File: src/rtl/trj_pkg.sv
package trj_pkg;
  localparam int IR_W = 4;
  localparam logic [IR_W-1:0] INS_SELECT = 4'h2;
  localparam logic [IR_W-1:0] INS_ACCESS = 4'hC;

  localparam int A_IDENT   = 0;
  localparam int A_DEPTH   = 1;
  localparam int A_WIDTH   = 2;
  localparam int A_STATUS  = 3;
  localparam int A_RAMDATA = 4;
  localparam int A_RDPTR   = 5;
  localparam int A_WRPTR   = 6;
  localparam int A_TRIG    = 7;
  localparam int A_CTRL    = 8;

  function automatic int unsigned ptr_next(int unsigned p, int unsigned depth);
    return (p >= depth - 1) ? 0 : p + 1;
  endfunction

  function automatic logic reg_writable(int unsigned a);
    return (a >= A_RDPTR) && (a <= A_CTRL);
  endfunction
endpackage

File: src/rtl/trj_chain_sel.sv
module trj_chain_sel
  import trj_pkg::*;
#(
  parameter int SEL_W = 5
) (
  input  logic             clk,
  input  logic             rst_n,
  input  logic [IR_W-1:0]  instr,
  input  logic             capture,
  input  logic             shift,
  input  logic             update,
  input  logic             tdi,
  output logic             sel_tdo,
  output logic [SEL_W-1:0] chain_sel
);
  logic             sel_active;
  logic             sel_upd_ev;
  logic [SEL_W-1:0] sel_sr;

  assign sel_active = (instr == INS_SELECT);
  assign sel_upd_ev = sel_active && update;
  assign sel_tdo    = sel_sr[0];

  always_ff @(posedge clk or negedge rst_n) begin
    if (!rst_n) begin
      sel_sr    <= '0;
      chain_sel <= '0;
    end else begin
      if (sel_active && capture)
        sel_sr <= chain_sel;
      else if (sel_active && shift)
        sel_sr <= {tdi, sel_sr[SEL_W-1:1]};
      if (sel_upd_ev)
        chain_sel <= sel_sr;
    end
  end

  assert_sel_hold_R1: assert property (@(posedge clk) disable iff (!rst_n)
    !sel_upd_ev |=> $stable(chain_sel));
  assert_sel_load_R1: assert property (@(posedge clk) disable iff (!rst_n)
    sel_upd_ev |=> chain_sel == $past(sel_sr));
endmodule

File: src/rtl/trj_access_sr.sv
module trj_access_sr #(
  parameter int DATA_W = 32,
  parameter int ADDR_W = 7,
  localparam int SR_W  = DATA_W + ADDR_W + 1
) (
  input  logic              clk,
  input  logic              rst_n,
  input  logic              active,
  input  logic              capture,
  input  logic              shift,
  input  logic              update,
  input  logic              tdi,
  input  logic [DATA_W-1:0] rd_word,
  output logic              sr_tdo,
  output logic              req_valid,
  output logic              req_write,
  output logic [ADDR_W-1:0] req_addr,
  output logic [DATA_W-1:0] req_data
);
  logic [SR_W-1:0] sr;
  logic            cap_ev;
  logic            shf_ev;

  assign cap_ev    = active && capture;
  assign shf_ev    = active && shift;
  assign sr_tdo    = sr[0];
  assign req_valid = active && update;
  assign req_write = sr[SR_W-1];
  assign req_addr  = sr[DATA_W +: ADDR_W];
  assign req_data  = sr[DATA_W-1:0];

  always_ff @(posedge clk or negedge rst_n) begin
    if (!rst_n)
      sr <= '0;
    else if (cap_ev)
      sr <= {{(ADDR_W + 1){1'b0}}, rd_word};
    else if (shf_ev)
      sr <= {tdi, sr[SR_W-1:1]};
  end

  assert_sr_hold_R3: assert property (@(posedge clk) disable iff (!rst_n)
    !(cap_ev || shf_ev) |=> $stable(sr));
  assert_cap_hi_zero_R5: assert property (@(posedge clk) disable iff (!rst_n)
    cap_ev |=> (req_addr == '0) && !req_write && (req_data == $past(rd_word)));
endmodule

File: src/rtl/trj_reg_bank.sv
module trj_reg_bank
  import trj_pkg::*;
#(
  parameter int          DATA_W   = 32,
  parameter int          ADDR_W   = 7,
  parameter int          DEPTH    = 16,
  parameter int          RAM_W    = 32,
  parameter logic [31:0] ID_VALUE = 32'h3B90_0F0F,
  localparam int         PTR_W    = (DEPTH > 1) ? $clog2(DEPTH) : 1
) (
  input  logic              clk,
  input  logic              rst_n,
  input  logic              req_valid,
  input  logic              req_write,
  input  logic [ADDR_W-1:0] req_addr,
  input  logic [DATA_W-1:0] req_data,
  input  logic [DATA_W-1:0] ram_rdata,
  input  logic [DATA_W-1:0] core_status,
  output logic [DATA_W-1:0] rd_word,
  output logic [PTR_W-1:0]  ram_addr,
  output logic              ram_rd_stb,
  output logic              wr_stb,
  output logic [PTR_W-1:0]  cfg_wptr,
  output logic [DATA_W-1:0] cfg_trig,
  output logic [DATA_W-1:0] cfg_ctrl
);
  logic [PTR_W-1:0]  rd_ptr;
  logic [DATA_W-1:0] rd_mux;
  logic              rd_ev;
  int unsigned       addr_i;

  assign addr_i     = 32'(req_addr);
  assign rd_ev      = req_valid && !req_write;
  assign wr_stb     = req_valid && req_write && reg_writable(addr_i);
  assign ram_rd_stb = rd_ev && (addr_i == A_RAMDATA);
  assign ram_addr   = rd_ptr;

  always_comb begin
    case (addr_i)
      A_IDENT:   rd_mux = DATA_W'(ID_VALUE);
      A_DEPTH:   rd_mux = DATA_W'(DEPTH);
      A_WIDTH:   rd_mux = DATA_W'(RAM_W);
      A_STATUS:  rd_mux = core_status;
      A_RAMDATA: rd_mux = ram_rdata;
      A_RDPTR:   rd_mux = DATA_W'(rd_ptr);
      A_WRPTR:   rd_mux = DATA_W'(cfg_wptr);
      A_TRIG:    rd_mux = cfg_trig;
      A_CTRL:    rd_mux = cfg_ctrl;
      default:   rd_mux = '0;
    endcase
  end

  always_ff @(posedge clk or negedge rst_n) begin
    if (!rst_n) begin
      rd_ptr   <= '0;
      cfg_wptr <= '0;
      cfg_trig <= '0;
      cfg_ctrl <= '0;
      rd_word  <= '0;
    end else begin
      if (rd_ev)
        rd_word <= rd_mux;
      if (ram_rd_stb)
        rd_ptr <= PTR_W'(ptr_next(32'(rd_ptr), DEPTH));
      if (wr_stb) begin
        case (addr_i)
          A_RDPTR: rd_ptr   <= req_data[PTR_W-1:0];
          A_WRPTR: cfg_wptr <= req_data[PTR_W-1:0];
          A_TRIG:  cfg_trig <= req_data;
          default: cfg_ctrl <= req_data;
        endcase
      end
    end
  end

  assert_ptr_range_R7: assert property (@(posedge clk) disable iff (!rst_n)
    32'(rd_ptr) < DEPTH);
  assert_ptr_step_R7: assert property (@(posedge clk) disable iff (!rst_n)
    ram_rd_stb |=> 32'(rd_ptr) == ptr_next(32'($past(rd_ptr)), DEPTH));
  assert_ptr_still_R8: assert property (@(posedge clk) disable iff (!rst_n)
    !(ram_rd_stb || (wr_stb && addr_i == A_RDPTR)) |=> $stable(rd_ptr));
  assert_wr_range_R6: assert property (@(posedge clk) disable iff (!rst_n)
    wr_stb |-> (addr_i >= A_RDPTR) && (addr_i <= A_CTRL) && req_write);
  assert_hold_on_write_R5: assert property (@(posedge clk) disable iff (!rst_n)
    !rd_ev |=> $stable(rd_word));
endmodule

File: src/rtl/trace_jtag_regs.sv
module trace_jtag_regs
  import trj_pkg::*;
#(
  parameter int          DATA_W   = 32,
  parameter int          ADDR_W   = 7,
  parameter int          SEL_W    = 5,
  parameter int          DEPTH    = 16,
  parameter int          RAM_W    = 32,
  parameter logic [31:0] ID_VALUE = 32'h3B90_0F0F,
  localparam int         PTR_W    = (DEPTH > 1) ? $clog2(DEPTH) : 1
) (
  input  logic              clk,
  input  logic              rst_n,
  input  logic [IR_W-1:0]   instr,
  input  logic              capture_dr,
  input  logic              shift_dr,
  input  logic              update_dr,
  input  logic              tdi,
  output logic              tdo,
  input  logic [DATA_W-1:0] ram_rdata,
  input  logic [DATA_W-1:0] core_status,
  output logic [PTR_W-1:0]  ram_addr,
  output logic              ram_rd_stb,
  output logic              core_wr_stb,
  output logic [ADDR_W-1:0] core_wr_addr,
  output logic [DATA_W-1:0] core_wr_data,
  output logic [PTR_W-1:0]  cfg_wptr,
  output logic [DATA_W-1:0] cfg_trig,
  output logic [DATA_W-1:0] cfg_ctrl
);
  logic [SEL_W-1:0]  chain_sel;
  logic              sel_tdo;
  logic              acc_active;
  logic              acc_tdo;
  logic              req_valid;
  logic              req_write;
  logic [DATA_W-1:0] rd_word;

  trj_chain_sel #(.SEL_W(SEL_W)) u_sel (
    .clk(clk), .rst_n(rst_n), .instr(instr),
    .capture(capture_dr), .shift(shift_dr), .update(update_dr), .tdi(tdi),
    .sel_tdo(sel_tdo), .chain_sel(chain_sel)
  );

  assign acc_active = (instr == INS_ACCESS) && (chain_sel == '0);

  trj_access_sr #(.DATA_W(DATA_W), .ADDR_W(ADDR_W)) u_acc (
    .clk(clk), .rst_n(rst_n), .active(acc_active),
    .capture(capture_dr), .shift(shift_dr), .update(update_dr), .tdi(tdi),
    .rd_word(rd_word), .sr_tdo(acc_tdo),
    .req_valid(req_valid), .req_write(req_write),
    .req_addr(core_wr_addr), .req_data(core_wr_data)
  );

  trj_reg_bank #(
    .DATA_W(DATA_W), .ADDR_W(ADDR_W), .DEPTH(DEPTH),
    .RAM_W(RAM_W), .ID_VALUE(ID_VALUE)
  ) u_bank (
    .clk(clk), .rst_n(rst_n),
    .req_valid(req_valid), .req_write(req_write),
    .req_addr(core_wr_addr), .req_data(core_wr_data),
    .ram_rdata(ram_rdata), .core_status(core_status),
    .rd_word(rd_word), .ram_addr(ram_addr), .ram_rd_stb(ram_rd_stb),
    .wr_stb(core_wr_stb), .cfg_wptr(cfg_wptr),
    .cfg_trig(cfg_trig), .cfg_ctrl(cfg_ctrl)
  );

  always_comb begin
    if (instr == INS_SELECT) tdo = sel_tdo;
    else if (acc_active)     tdo = acc_tdo;
    else                     tdo = 1'b0;
  end

  assert_tdo_quiet_R9: assert property (@(posedge clk) disable iff (!rst_n)
    !(instr == INS_SELECT || instr == INS_ACCESS) |-> !tdo && !core_wr_stb && !ram_rd_stb);
  assert_other_chain_R9: assert property (@(posedge clk) disable iff (!rst_n)
    (instr == INS_ACCESS && chain_sel != '0) |-> !tdo && !core_wr_stb && !ram_rd_stb);
  assert_strobe_excl_R4: assert property (@(posedge clk) disable iff (!rst_n)
    !(core_wr_stb && ram_rd_stb));
endmodule

File: config.mk
export PLATFORM = sky130hd
export DESIGN_NAME = trace_jtag_regs
export DESIGN_NICKNAME = d
export VERILOG_FILES = /design/src/rtl/trj_pkg.sv /design/src/rtl/trj_chain_sel.sv /design/src/rtl/trj_access_sr.sv /design/src/rtl/trj_reg_bank.sv /design/src/rtl/trace_jtag_regs.sv
export SDC_FILE = /design/constraint.sdc
export NUM_CORES = 1
export LEC_CHECK = 0
export BUFFER_PORTS_ARGS = -buffer_cell sky130_fd_sc_hd__buf_2
export CORE_MARGIN = 5
export CORE_UTILIZATION = 57
export CTS_BUF_LIST = sky130_fd_sc_hd__clkbuf_16
export DETAILED_ROUTE_END_ITERATION = 10
export MAX_ROUTING_LAYER = met4
export PLACE_DENSITY = 0.85
export SYNTH_ARGS = -nofsm -noshare
export SYNTH_HDL_FRONTEND = slang
export SYNTH_SLANG_ARGS = --single-unit
File: constraint.sdc
create_clock -name clk -period 4.6 [get_ports clk]
set_input_delay 0.46 -clock clk [delete_from_list [all_inputs] [get_ports clk]]
set_output_delay 0.46 -clock clk [all_outputs]
set_load 0.005 [all_outputs]
==> results.py <==
metrics = {
    "power": {
        "p_per_area_nw_per_um2": 383,
        "p_int_mw": 2.57,
        "p_seq_frac": 0.476,
        "sw_frac_of_total": 0.251,
        "pwr-share-comb": 0.101,
        "p_leak_nw": 4.42,
        "power_mw": 3.43,
        "power_switching_mw": 0.860,
        "power.share.clock": 0.423,
        "max-vdd-ir-drop_mv": 0.221,
    },
    "synthesis": {
        "synth_top_cell_by_area": "dfrtp_1",
        "ys.flop_type": "dfrtp_1",
        "synth_top_area_share": 0.526,
        "yosys_warnings": 0,
        "syn_area_um2": 7320,
        "synth-edff-count": 0,
        "syn-num-nets": 748,
        "syn_inst": 673,
        "synthArstFlopShare": 1.00,
        "synth_most_common_cell": "dfrtp_1",
        "synth-seq-area-share": 0.526,
        "ys_ff_latch": 154,
        "synth_cell_types": 48,
        "synth_top_cells_by_count": "dfrtp_1 (154), mux2_2 (76), nand2_1 (62)",
        "avgSynthCellArea_um2": 10.9,
        "ys_top_cells_by_area": "dfrtp_1 (53%), mux2_2 (12%), o22ai_1 (3.5%)",
    },
    "die": {
        "die-area_um2": 15200,
        "fp.dieH_um": 123,
        "core_um2": 12600,
        "dieWidth_um": 123,
        "initial_core_util": 0.580,
        "num_rows": 41,
        "ios": 188,
    },
    "clocking": {
        "cts_buffer_depth": 2,
        "cts_tree": "done",
        "clkLatencyLatePin_ns": 0.43,
        "cts_resized": 0,
        "cts_sinks": 154,
        "cts_setup_buffers": 0,
        "cts-root-buf": "clkbuf_16",
        "clk_pin_slew_ns": 0.07,
        "hold_buffers": 0,
        "h-tree-depth": 4,
        "cts_buffers": 17,
    },
    "timing": {
        "hold_viol": 0,
        "finalClockSkew_ns": 0.0112,
        "finalSetupViolCount": 0,
        "tightest_slew_ns": 1.25,
        "finalCritPeriodShare": 0.690,
        "slew_viol_final": 0,
        "period_needed_ns": 3.17,
        "slew-limit-headroom": 0.166,
        "rsz0062_at_grt": "false",
        "tns_ns": 0,
        "fmax_mhz": 315,
    },
    "setup_path": {
        "required_ns": 4.91,
        "critPathTopFamily": "simple AND/OR/NAND/NOR gates",
        "cp-start-kind": "flop",
        "cpMaxStageDelayCell": "or4_2",
        "critPathMaxStageDelay_ns": 1.20,
        "rrSetupSlack_ns": 1.43,
        "cp_cell_sequence": "or4_2, nor4b_4, and3_1, mux2_1, mux2_2",
        "crit_buf_inv": 0,
        "crit_type": "flop to flop",
        "critPathCaptureType": "flop",
        "critical_path_arrival_ns": 3.48,
        "crit_fanout": 46,
    },
    "layout": {
        "fin_nets": 907,
        "final.fill_count": 914,
        "drive_above_1_share": 0.375,
        "num_antenna_cells": 0,
        "final_util": 0.710,
        "synthToLayoutAreaGrowth_pct": 22.3,
    },
    "worst_hold_path": {
        "holdCritPathClass": "input port to async pin",
    },
    "flow_run": {
        "cap_viol_max_count": 0,
    },
    "routing": {
        "wire_per_inst_um": 21.5,
        "drc": 0,
        "dr_total_vias": 6542,
        "drt-initial-drc-count": 741,
        "ant_nets": 0,
        "drtPass1Iterations": 6,
        "wl_um": 21900,
        "via_per_inst": 6.43,
    },
    "global_route": {
        "grt_max_degree": 73,
        "grt_antenna_before_repair": 0,
        "grt_pass1_wl_um": 34600,
        "grt_pass1_vias": 6565,
        "track_usage": 0.305,
        "gr-total-overflow": 0,
    },
    "status": {
        "status": "completed",
    },
    "place": {
        "port_buffers": 187,
        "gp_congestion": 0.884,
        "dp_hpwl_um": 14600,
    },
}
[cell usage in the layout, fill, tap and decap left out, drive strengths merged, types with 22 or more instances in the layout]
cell type	instances
nand2	62
a21oi	22
nand3	33
buf	200
o21ai	47
dfrtp	154
o22ai	41
a22o	26
mux2	78
[metrics by stage]
step	hold WS, ns	setup WS, ns	instances	area (µm²)
floorplan	0.164	2.31	673	7320
global placement	0.463	1.55	985	8350
detailed placement	0.474	1.47	985	8350
CTS	0.0736	1.45	1017	8960
global route	0.0878	1.33	1017	8960
finish	0.0507	1.43	1017	8960
[worst register-to-register path, cell delays in order (launching register included)]
cell and delay (ns):
dfrtp_1 0.59, or4_2 1.20, nor4b_4 0.41, and3_1 0.25
mux2_1 0.35, mux2_2 0.26
[final timing paths]
path	from	end	depth (start not counted)
worst min register to register	u_bank.rd_word[10]	u_bank.rd_word[10]	1
worst max register to register	u_acc.sr[35]	u_bank.ram_addr[3]	5
max in group asynchronous	rst_n	u_bank.cfg_trig[8]	2
worst min-delay path	rst_n	u_sel.sel_sr[4]	1
min in group clk	tdi	u_acc.sr[39]	3
worst max-delay path	u_acc.sr[35]	u_bank.ram_addr[3]	5
[cell type report]
class / instances / area (µm²) / share of cell area
sequential: 154 / 3850 / 0.430
multi-input combinational: 452 / 3220 / 0.359
timing repair buffer: 200 / 1040 / 0.116
clock buffer: 17 / 425 / 0.0475
tap: 172 / 215 / 0.0240
clock inverter: 15 / 183 / 0.0204
inverter: 7 / 26.3 / 0.00293
[per-layer routing]
metal | up-vias | wire length (µm) | global-route usage
li1 | 2848 | - | -
met1 | 3244 | 8320 | 0.380
met2 | 397 | 10900 | 0.494
met3 | 53 | 2080 | 0.0572
met4 | 0 | 546 | 0.122
met5 | - | 0 | -
[logic make-up after synthesis]
group | share of synthesized area
AOI/OAI and AO/OA | 0.203
xor gates and xnor gates | 0.00120
adders and majority gates | 0.00171
buffers and inverters | 0.0372
DFF | 0.526
muxes | 0.128
and+or+nand+nor | 0.102
[flip-flops by register name, indices dropped and copies added, names as in the netlist]
register / count
u_acc.sr: 40
u_bank.cfg_ctrl: 32
u_bank.cfg_trig: 32
u_bank.rd_word: 32
u_sel.chain_sel: 5
u_sel.sel_sr: 5
u_bank.cfg_wptr: 4
u_bank.ram_addr: 4
[power by group through the flow]
| stage | Combinational, mW | Sequential, mW | Clock, mW |
|---|---|---|---|
| final | 0.345 | 1.64 | 1.45 |
| after floorplan | 0.214 | 1.62 | 0 |
| after detailed placement | 0.344 | 1.65 | 0 |
| after global routing | 0.389 | 1.65 | 1.53 |
| after CTS | 0.347 | 1.63 | 1.46 |
| after global placement | 0.324 | 1.64 | 0 |
No activity file was read; power rests on OpenSTA's default activity.
